<file path="config.mk">
export PLATFORM = sky130hd
export DESIGN_NAME = sf_line_framer
export DESIGN_NICKNAME = d
export VERILOG_FILES = /design/src/rtl/sf_framer_pkg.sv /design/src/rtl/sf_bit_counter.sv /design/src/rtl/sf_group_buffer.sv /design/src/rtl/sf_overhead_sel.sv /design/src/rtl/sf_line_framer.sv
export SDC_FILE = /design/constraint.sdc
export NUM_CORES = 1
export LEC_CHECK = 0
export ABC_AREA = 1
export ABC_CLOCK_PERIOD_IN_PS = 4600
export BUFFER_PORTS_ARGS = -buffer_cell sky130_fd_sc_hd__buf_2
export CORE_ASPECT_RATIO = 1.75
export CORE_MARGIN = 2
export CORE_UTILIZATION = 30
export CTS_CLUSTER_DIAMETER = 60
export CTS_CLUSTER_SIZE = 20
export DETAILED_ROUTE_END_ITERATION = 12
export GPL_TIMING_DRIVEN = 0
export PLACE_DENSITY_LB_ADDON = 0.2
export SLEW_MARGIN = 20
export SYNTH_ARGS = -nofsm -noshare
export SYNTH_HDL_FRONTEND = slang
export SYNTH_SLANG_ARGS = --single-unit
</file>
<file path="constraint.sdc">
create_clock -name clk_i -period 4.6 [get_ports clk_i]
set_input_delay 0 -clock clk_i [delete_from_list [all_inputs] [get_ports clk_i]]
set_output_delay 0 -clock clk_i [all_outputs]
set_load 0.05 [all_outputs]
</file>
<file path="src/rtl/sf_framer_pkg.sv">
package sf_framer_pkg;
  localparam int DEF_SYNC_W  = 18;
  localparam int DEF_B_W     = 8;
  localparam int DEF_D_W     = 2;
  localparam int DEF_N_GRP   = 12;
  localparam int DEF_N_M     = 6;
  localparam int DEF_N_FRM   = 8;
  localparam int DEF_FIELD_W = 12;

  typedef enum logic [1:0] {
    RGN_SYNC = 2'd0,
    RGN_DATA = 2'd1,
    RGN_OH   = 2'd2
  } region_e;
endpackage

</file>
<file path="src/rtl/sf_bit_counter.sv">
module sf_bit_counter import sf_framer_pkg::*; #(
  parameter int SYNC_W = DEF_SYNC_W,
  parameter int GRP_W  = 2 * DEF_B_W + DEF_D_W,
  parameter int N_GRP  = DEF_N_GRP,
  parameter int N_M    = DEF_N_M,
  parameter int N_FRM  = DEF_N_FRM,
  localparam int FRAME_BITS = SYNC_W + N_GRP * GRP_W + N_M,
  localparam int DATA_END   = SYNC_W + N_GRP * GRP_W,
  localparam int POS_W      = $clog2(FRAME_BITS),
  localparam int FRM_W      = $clog2(N_FRM),
  localparam int OI_W       = $clog2(N_M)
) (
  input  logic             clk_i,
  input  logic             rst_ni,
  input  logic             adv_i,
  output logic [POS_W-1:0] pos_o,
  output logic [FRM_W-1:0] frame_o,
  output region_e          region_o,
  output logic             grp_start_o,
  output logic [OI_W-1:0]  oh_idx_o
);
  logic [POS_W-1:0] pos_q;
  logic [FRM_W-1:0] frame_q;
  logic             last_bit;

  assign last_bit = (pos_q == POS_W'(FRAME_BITS - 1));

  always_ff @(posedge clk_i or negedge rst_ni) begin
    if (!rst_ni) begin
      pos_q   <= '0;
      frame_q <= '0;
    end else if (adv_i) begin
      if (last_bit) begin
        pos_q   <= '0;
        frame_q <= (frame_q == FRM_W'(N_FRM - 1)) ? '0 : frame_q + 1'b1;
      end else begin
        pos_q <= pos_q + 1'b1;
      end
    end
  end

  always_comb begin
    if (int'(pos_q) < SYNC_W)        region_o = RGN_SYNC;
    else if (int'(pos_q) < DATA_END) region_o = RGN_DATA;
    else                             region_o = RGN_OH;
    grp_start_o = (region_o == RGN_DATA) && (((int'(pos_q) - SYNC_W) % GRP_W) == 0);
    oh_idx_o    = OI_W'(pos_q - POS_W'(DATA_END));
  end

  assign pos_o   = pos_q;
  assign frame_o = frame_q;


  pos_step_chk: assert property (@(posedge clk_i) disable iff (!rst_ni)
    adv_i |=> pos_q == (($past(pos_q) == POS_W'(FRAME_BITS - 1)) ? '0 : $past(pos_q) + 1'b1));

  pos_hold_chk: assert property (@(posedge clk_i) disable iff (!rst_ni)
    !adv_i |=> ($stable(pos_q) && $stable(frame_q)));

  frame_wrap_chk: assert property (@(posedge clk_i) disable iff (!rst_ni)
    (adv_i && last_bit && frame_q == FRM_W'(N_FRM - 1)) |=> frame_q == '0);
endmodule

</file>
<file path="src/rtl/sf_group_buffer.sv">
module sf_group_buffer #(
  parameter int B_W = 8,
  parameter int D_W = 2,
  localparam int GRP_W = 2 * B_W + D_W
) (
  input  logic           clk_i,
  input  logic           rst_ni,
  input  logic           adv_i,
  input  logic           load_i,
  input  logic           shift_i,
  input  logic           valid_i,
  input  logic [B_W-1:0] b1_i,
  input  logic [B_W-1:0] b2_i,
  input  logic [D_W-1:0] d_i,
  output logic           ready_o,
  output logic           bit_o,
  output logic           uflow_o
);
  logic [GRP_W-1:0] sh_q;
  logic [GRP_W-1:0] load_word;

  assign load_word = valid_i ? {b1_i, b2_i, d_i} : '1;
  assign ready_o   = adv_i & load_i;
  assign bit_o     = load_i ? load_word[GRP_W-1] : sh_q[GRP_W-1];
  assign uflow_o   = load_i & ~valid_i;

  always_ff @(posedge clk_i or negedge rst_ni) begin
    if (!rst_ni)                sh_q <= '1;
    else if (adv_i && load_i)   sh_q <= load_word << 1;
    else if (adv_i && shift_i)  sh_q <= sh_q << 1;
  end


  grp_next_bit_chk: assert property (@(posedge clk_i) disable iff (!rst_ni)
    (adv_i && load_i && valid_i) |=> sh_q[GRP_W-1] == $past(b1_i[B_W-2]));

  grp_idle_fill_chk: assert property (@(posedge clk_i) disable iff (!rst_ni)
    (adv_i && load_i && !valid_i) |=> &sh_q[GRP_W-1:1]);
endmodule

</file>
<file path="src/rtl/sf_overhead_sel.sv">
module sf_overhead_sel #(
  parameter int FIELD_W = 12,
  parameter int N_M     = 6,
  parameter int N_FRM   = 8,
  localparam int OH_W   = 4 * FIELD_W,
  localparam int OH_IW  = $clog2(OH_W),
  localparam int FRM_W  = $clog2(N_FRM),
  localparam int OI_W   = $clog2(N_M)
) (
  input  logic               clk_i,
  input  logic               rst_ni,
  input  logic               latch_i,
  input  logic [FIELD_W-1:0] eoc_a_i,
  input  logic [FIELD_W-1:0] eoc_b_i,
  input  logic [FIELD_W-1:0] ctrl_i,
  input  logic [FIELD_W-1:0] crc_i,
  input  logic [FRM_W-1:0]   frame_i,
  input  logic [OI_W-1:0]    idx_i,
  output logic               bit_o
);
  logic [OH_W-1:0]  oh_q;
  logic [OH_IW-1:0] sel;

  always_ff @(posedge clk_i or negedge rst_ni) begin
    if (!rst_ni)      oh_q <= '0;
    else if (latch_i) oh_q <= {eoc_a_i, eoc_b_i, ctrl_i, crc_i};
  end

  // superframe word MSB first, N_M bits per frame
  assign sel   = OH_IW'(OH_W - 1) - (OH_IW'(frame_i) * OH_IW'(N_M) + OH_IW'(idx_i));
  assign bit_o = oh_q[sel];


  oh_hold_chk: assert property (@(posedge clk_i) disable iff (!rst_ni)
    !latch_i |=> $stable(oh_q));

  oh_capture_chk: assert property (@(posedge clk_i) disable iff (!rst_ni)
    latch_i |=> oh_q == $past({eoc_a_i, eoc_b_i, ctrl_i, crc_i}));
endmodule

</file>
<file path="src/rtl/sf_line_framer.sv">
module sf_line_framer import sf_framer_pkg::*; #(
  parameter int SYNC_W  = DEF_SYNC_W,
  parameter int B_W     = DEF_B_W,
  parameter int D_W     = DEF_D_W,
  parameter int N_GRP   = DEF_N_GRP,
  parameter int N_M     = DEF_N_M,
  parameter int N_FRM   = DEF_N_FRM,
  parameter int FIELD_W = DEF_FIELD_W,
  parameter logic [SYNC_W-1:0] SYNC_WORD = SYNC_W'(18'h2C6B1),
  localparam int GRP_W      = 2 * B_W + D_W,
  localparam int FRAME_BITS = SYNC_W + N_GRP * GRP_W + N_M,
  localparam int POS_W      = $clog2(FRAME_BITS),
  localparam int FRM_W      = $clog2(N_FRM),
  localparam int OI_W       = $clog2(N_M),
  localparam int SI_W       = $clog2(SYNC_W)
) (
  input  logic               clk_i,
  input  logic               rst_ni,
  input  logic               bit_en_i,
  input  logic               data_valid_i,
  output logic               data_ready_o,
  input  logic [B_W-1:0]     b1_i,
  input  logic [B_W-1:0]     b2_i,
  input  logic [D_W-1:0]     d_i,
  input  logic [FIELD_W-1:0] eoc_a_i,
  input  logic [FIELD_W-1:0] eoc_b_i,
  input  logic [FIELD_W-1:0] ctrl_i,
  input  logic [FIELD_W-1:0] crc_i,
  output logic               line_bit_o,
  output logic               frame_start_o,
  output logic               sf_start_o,
  output logic               underflow_o
);
  logic [POS_W-1:0]  pos;
  logic [FRM_W-1:0]  frame;
  region_e           region;
  logic              grp_start;
  logic [OI_W-1:0]   oh_idx;
  logic              grp_bit, grp_uflow, oh_bit;
  logic              at_sf_start, at_frame_start;
  logic [SYNC_W-1:0] sync_cur;
  logic [SI_W-1:0]   sync_sel;
  logic              next_bit;

  sf_bit_counter #(
    .SYNC_W(SYNC_W), .GRP_W(GRP_W), .N_GRP(N_GRP), .N_M(N_M), .N_FRM(N_FRM)
  ) u_cnt (
    .clk_i, .rst_ni, .adv_i(bit_en_i),
    .pos_o(pos), .frame_o(frame), .region_o(region),
    .grp_start_o(grp_start), .oh_idx_o(oh_idx)
  );

  sf_group_buffer #(.B_W(B_W), .D_W(D_W)) u_grp (
    .clk_i, .rst_ni, .adv_i(bit_en_i),
    .load_i(grp_start), .shift_i(region == RGN_DATA && !grp_start),
    .valid_i(data_valid_i), .b1_i, .b2_i, .d_i,
    .ready_o(data_ready_o), .bit_o(grp_bit), .uflow_o(grp_uflow)
  );

  assign at_frame_start = (pos == '0);
  assign at_sf_start    = at_frame_start && (frame == '0);

  sf_overhead_sel #(.FIELD_W(FIELD_W), .N_M(N_M), .N_FRM(N_FRM)) u_oh (
    .clk_i, .rst_ni, .latch_i(bit_en_i && at_sf_start),
    .eoc_a_i, .eoc_b_i, .ctrl_i, .crc_i,
    .frame_i(frame), .idx_i(oh_idx), .bit_o(oh_bit)
  );

  assign sync_cur = (frame == '0) ? ~SYNC_WORD : SYNC_WORD;
  assign sync_sel = SI_W'(SYNC_W - 1) - SI_W'(pos);

  always_comb begin
    unique case (region)
      RGN_SYNC: next_bit = sync_cur[sync_sel];
      RGN_DATA: next_bit = grp_bit;
      default:  next_bit = oh_bit;
    endcase
  end

  always_ff @(posedge clk_i or negedge rst_ni) begin
    if (!rst_ni) begin
      line_bit_o    <= 1'b1;
      frame_start_o <= 1'b0;
      sf_start_o    <= 1'b0;
      underflow_o   <= 1'b0;
    end else if (bit_en_i) begin
      line_bit_o    <= next_bit;
      frame_start_o <= at_frame_start;
      sf_start_o    <= at_sf_start;
      underflow_o   <= grp_uflow;
    end
  end


  sf_in_frame_chk: assert property (@(posedge clk_i) disable iff (!rst_ni)
    sf_start_o |-> frame_start_o);

  uflow_ones_chk: assert property (@(posedge clk_i) disable iff (!rst_ni)
    underflow_o |-> line_bit_o);

  out_hold_chk: assert property (@(posedge clk_i) disable iff (!rst_ni)
    !bit_en_i |=> ($stable(line_bit_o) && $stable(frame_start_o) && $stable(underflow_o)));

  sync_lead_chk: assert property (@(posedge clk_i) disable iff (!rst_ni)
    frame_start_o |-> line_bit_o == (sf_start_o ? ~SYNC_WORD[SYNC_W-1] : SYNC_WORD[SYNC_W-1]));

  ready_slot_chk: assert property (@(posedge clk_i) disable iff (!rst_ni)
    data_ready_o |-> (region == RGN_DATA && !frame_start_o));
endmodule

</file>
==> reports/results.tsv, run 1 <==
metric	value	unit
antenna violations before repair	0	
first-pass GRT wire length	23800	µm
period utilisation layout	0.981	
Vias	5023	
CP max stage cell	dfrtp_2	
pre-CTS worst setup slack	-0.832	ns
Netlist cell types	52	
clk_lat worst skew	0.34	ns
Syn Inst Count	643	
Buffers on Ports	73	
CP Max Fanout	6	
synth warn	0	
reg2reg start	u_cnt.pos_o[2]	
Iter 0 DRT Violations	163	
fin nets	918	
most used cell, CP	nand2_4	
Die Y	180	µm
Area contributors post-synth	dfrtp_1 (29%), mux2_2 (10%), dfstp_2 (9.4%), nand2_1 (9.0%), inv_1 (4.7%)	
dpl hpwl	10600	µm
startpoint class of the critical path	flip-flop	
most frequent cell after synthesis	nand2_1	
CTS tree	done	
worst hold path depth	5	
Area growth, synth to finish	42.2	%
total CTS buffers	9	
# DRC	0	
remaining global-route overflow	0	
CTS sink count	81	
area of the die	0.0189	mm²
vias in the first global route	5160	
Worst path depth	32	
Clock Tree Root	clkbuf_16	
vias per cell	4.73	
Post-DRT Antenna Nets	0	
Setup Viol. Count Final	0	
core area	0.0175	mm²
row count	64	
Routed WL	14600	µm
status	complete, no violations	
GRT Total Usage	0.154	
RSZ-0062 raised after global routing	true	
Main synth FF type	dfrtp_1	
slew margin rel.	0.591	
H-tree depth	3	
Synth area leader	dfrtp_1	
CTS Buffer Depth	2	
final worst slack	0.0895	ns
FFs w/ async S/R, synth	1.00	
CP Capture Type	output port	
Hold Vio Cnt, Final	0	
hold crit path type	input port to flip-flop	
Data required, critical path	4.60	ns
critical path class	flip-flop to output port	
Die W	105	µm
Post-synth EDFFs	0	
CTS clk-pin slew, worst paths	0.06	ns
worst clock skew	0.00550	ns
synthesized netlist net count	735	
layout cells sized above 1	0.345	
largest net degree at the start of global routing	47	
Starting Density	0.305	
cell count of the worst reg-to-reg path	34	
hold endpoint	u_grp.sh_q[9]	
delay of the slowest critical-path stage	0.45	ns
synth cell count leaders	nand2_1 (128), inv_1 (66), dfrtp_1 (62)	
Seq cells post-synth	81	
Post-Syn Area	0.00533	mm²
ant diodes	0	
r2r endpoint	u_grp.sh_q[9]	
Mean Syn Cell Area	8.28	µm²
max-cap viol count	0	
fin crit period	4.51	ns
hold_ws	0.00182	ns
CP Buf/Inv Count	5	
origin of the worst min-delay path	b2_i[6]	
I/O pin cnt	75	
Tightest Pin Transition	0.612	ns
post-DR wirelength/cell	13.8	µm
drt pass-1 iters	6	
flop2flop setup slack	0.13	ns
Fin Setup TNS	0	ns
max-slew violation count	0	
routability cong.	0.828	
delay-heaviest family, CP	simple AND/OR/NAND/NOR gates	
area share of the largest cell type after synthesis	0.291	
Achievable Freq	222	MHz
crit path DAT	4.51	ns
sequential fraction of the synthesis area	0.385	
layer usage:
metal	vias to the layer above	GRT usage	routed length (µm)
li1	2506	-	-
met1	2395	0.159	5530
met5	-	0	0
met3	28	0.0206	315
met4	0	0.0651	419
met2	94	0.304	8370
flip-flops by register name (all words and copies together) (netlist names):
register       cells
u_oh.oh_q         48
u_cnt.pos_o        8
u_cnt.frame_o      3
underflow_o        1
line_bit_o         1
u_grp.sh_q        18
frame_start_o      1
sf_start_o         1
through the flow:
stage          utilization  cell area [µm²]  cells
2_1_floorplan            -             5330    643
3_3_place_gp         0.343             5980    947
3_5_place_dp         0.344             6010    948
4_1_cts              0.409             7130   1037
5_1_grt              0.434             7570   1062
6_report             0.434             7570   1062
cell type report:
cell class | instances | area [µm²]
Buffer | 22 | 155
Clock buffer | 13 | 283
Clock inverter | 3 | 20.0
Fill cell | 1792 | 9880
Inverter | 76 | 308
Multi-Input combinational cell | 463 | 3140
Sequential cell | 81 | 2050
Tap cell | 231 | 289
Timing Repair Buffer | 173 | 1320
layout by cell type (no fill, tap or decap), drive strengths merged:
master       netlist  final
dfstp             19     19
a211oi             1      1
dfrtp             62     62
o21a               1      1
dlygate4sd3        0     61
a311oi             1      1
ha                19     19
a22oi              2      2
buf               11    121
a221o              1      1
or2                2      2
nand3             46     46
and2               1      1
a22o               1      1
nor4               1      1
nor3               4      4
nand4             12     12
xor2               7      7
clkbuf            12     26
mux2              48     48
a21oi             37     37
o211ai             4      4
a21o               1      1
inv               72     74
o2111ai            1      1
nor2              57     57
o311ai             1      1
a31oi              2      2
nand2            144    144
fa                 3      3
o21ai             49     49
clkinv             4      5
o22ai              3      3
o221ai             6      6
xnor2              7      7
o41ai              1      1
worst min-delay path: stages:
cell	delay, ns
buf_2	0.08
nor2_1	0.04
nand2_1	0.06
nand2_1	0.04
o21ai_1	0.08
how the worst max path moves through the flow:
stage | endpoint | from | slack [ns]
after floorplan | u_grp.sh_q[10] | u_cnt.pos_o[0] | 0.04
after global placement | u_grp.sh_q[17] | u_cnt.pos_o[0] | -0.74
after detailed placement | u_grp.sh_q[17] | u_cnt.pos_o[0] | -0.83
after CTS | data_ready_o | u_cnt.pos_o[2] | 0.01
after global routing | data_ready_o | u_cnt.pos_o[2] | -0.20
final | data_ready_o | u_cnt.pos_o[2] | 0.09
timing repair:
action | 4_1_cts | 5_1_grt
resized for setup | 36 | 58
pin swaps | 8 | 28
endpoints found under the hold margin | 93 | 0
buffers inserted | 12 | 25
gates cloned | 0 | 1
setup endpoints to repair | 20 | 20
hold buffers | 61 | 0
cell families after synthesis:
family / after synthesis / synth area share
compound gates: 112 / 0.121
xor+xnor: 14 / 0.0244
fa+ha+maj: 22 / 0.0559
buf+inv: 99 / 0.0747
flops: 81 / 0.385
mux: 48 / 0.101
simple gates: 267 / 0.237
Power of run 1 is not shown: default switching activity piles up to over one toggle a cycle in this logic, so the estimate is an artifact.
==> run 2, diff against run 1 <==
REMOVE_ABC_BUFFERS = 1   (was unset)
SLEW_MARGIN = 10   (was 20)
==> run 2 against run 1 <==
Critical path depth unchanged. Sequential cell count stayed put. Fmax is 2.3% higher. Non-clock buffer count down 29. Routed wire length decreased by 0.31%. Clock skew increased by 0.0024 ns. Count of clock-buffer cells in the layout is 3 lower. Critical path type unchanged.
==> reports/results.tsv, run 2 (same netlist as run 1, synthesis figures left out) <==
metric	value	unit	change
status	complete, no violations		
final worst slack	0.192	ns	+0.103 ns
design area	0.00731	mm²	-3.5%
Iter 0 DRT Violations	244		+50%
critical path class	flip-flop to output port		
fin nets	890		-3.1%
commonest non-fill, non-tap cells in the layout	nand2_1 (119), buf_2 (72), dlygate4sd3_1 (65)		
clk_lat worst skew	0.34	ns	about the same
startpoint class of the critical path	flip-flop		
GRT Total Usage	0.156		+0.00176
Clock Tree Root	clkbuf_16		
dpl hpwl	9880	µm	-6.9%
delay-heaviest family, CP	simple AND/OR/NAND/NOR gates		
Data required, critical path	4.60	ns	about the same
worst clock skew	0.00790	ns	+0.00240 ns
CP Buf/Inv Count	6		+1
area of the die	0.0189	mm²	unchanged
Achievable Freq	227	MHz	+2.3%
I/O pin cnt	75		unchanged
CTS tree	done		
drt pass-1 iters	4		-2
cell count of the worst reg-to-reg path	35		+2.9%
first-pass GRT wire length	24100	µm	+1.3%
CP max stage cell	dfrtp_2		
row count	64		unchanged
antenna violations before repair	0		unchanged
max-slew violation count	0		unchanged
most used cell, CP	nand2_4		
vias per cell	4.77		+0.81%
flop2flop setup slack	0.24	ns	+0.11 ns
number of fill cells	1816		+1.3%
RSZ-0062 raised after global routing	true		
crit path DAT	4.41	ns	-0.10 ns
hold crit path type	input port to flip-flop		
remaining global-route overflow	0		unchanged
CTS Buffer Depth	2		unchanged
Setup Viol. Count Final	0		unchanged
crit path from	u_cnt.pos_o[2]		
slew margin rel.	0.448		-0.142
Starting Density	0.305		unchanged
ant diodes	0		unchanged
DP Area	0.00593	mm²	-1.2%
max-cap viol count	0		unchanged
Hold Vio Cnt, Final	0		unchanged
Die W	105	µm	unchanged
CTS sink count	81		unchanged
max FFs per register	48		unchanged
Post-DRT Antenna Nets	0		unchanged
Buffers on Ports	74		+1.4%
CTS clk-pin slew, worst paths	0.06	ns	about the same
Routed WL	14600	µm	-0.31%
crit path to	data_ready_o		
Tightest Pin Transition	0.827	ns	+0.215 ns
CP Max Fanout	7		+1
r2r endpoint	u_grp.sh_q[17]		
total CTS buffers	9		unchanged
H-tree depth	3		unchanged
fin crit period	4.41	ns	-0.103 ns
core area	0.0175	mm²	unchanged
Die Y	180	µm	unchanged
post-DR wirelength/cell	14.1	µm	+2.4%
Vias	4930		-1.9%
reg2reg start	u_cnt.pos_o[2]		
commonest non-fill, non-tap cell in the layout	nand2_1		
Area growth, synth to finish	37.2	%	
layout cells sized above 1	0.323		-0.0228
Worst path depth	32		unchanged
worst hold path depth	5		unchanged
Fin Setup TNS	0	ns	unchanged
Biggest register	u_oh.oh_q		
largest net degree at the start of global routing	55		+17%
# DRC	0		unchanged
delay of the slowest critical-path stage	0.45	ns	about the same
vias in the first global route	5077		-1.6%
CP Capture Type	output port		
routability cong.	0.828		about the same
pre-CTS worst setup slack	-1.77	ns	-0.938 ns
hold_ws	0.00194	ns	+0.000121 ns
period utilisation layout	0.958		-0.0223
-- run 2: changes by cell type in the layout (fill, tap and decap cells not counted), moves of 6 or more --
cell      before  now
buf_4         36   22
a21oi_2        7    1
buf_1          6    0
a21oi_1       29   36
o21ai_1       12   18
clkbuf_1      12    1
o21ai_0       36   29
-- run 2: final cells by class --
cell class,instances,area (µm²),share of cell area
Sequential cell,81,2060,0.282
Clock buffer,10,229,0.0313
Tap cell,231,289,0.0396
Multi-Input combinational cell,463,3060,0.419
Inverter,76,309,0.0423
Timing Repair inverter,1,5.00,0.000685
Clock inverter,6,66.3,0.00908
Timing Repair Buffer,166,1290,0.176
-- run 2: metal layers --
layer	track usage	share of wire
met2	0.297	0.55
met4	0.0576	0.020
met1	0.173	0.40
met3	0.0213	0.027
met5	0	0
-- run 2: repair_timing --
action                                 4_1_cts  5_1_grt
pin swaps                                    3       21
hold buffers                                65        0
setup endpoints to repair                   20       20
setup buffers                                9       16
resized for setup                           23       46
gates cloned                                 1        0
endpoints found under the hold margin      122        0
-- run 2: worst min-delay path by stage --
stage / from / to / slack [ns]
after CTS: b2_i[1] / u_grp.sh_q[4] / 0.003
after floorplan: rst_ni / frame_start_o / -0.30
after global routing: b2_i[1] / u_grp.sh_q[4] / 0.02
after global placement: ctrl_i[7] / u_oh.oh_q[19] / 0.23
final: b2_i[1] / u_grp.sh_q[4] / 0.002
after detailed placement: rst_ni / u_oh.oh_q[33] / -0.04
-- run 2: worst register-to-register path: cells and delay by family (launching register included) --
family	cells	cell delay (ns)
AOI/OAI and AO/OA	4	0.56
adders and majority gates	1	0.21
buffers and inverters	6	0.63
DFF	1	0.45
and+or+nand+nor	24	2.43
-- run 2: stage by stage --
step,cells,util
2_1_floorplan,620,-
4_1_cts,1018,0.402
3_5_place_dp,927,0.340
5_1_grt,1034,0.419
3_3_place_gp,925,0.337
6_report,1034,0.419
Power of run 2 is left out for the same reason.
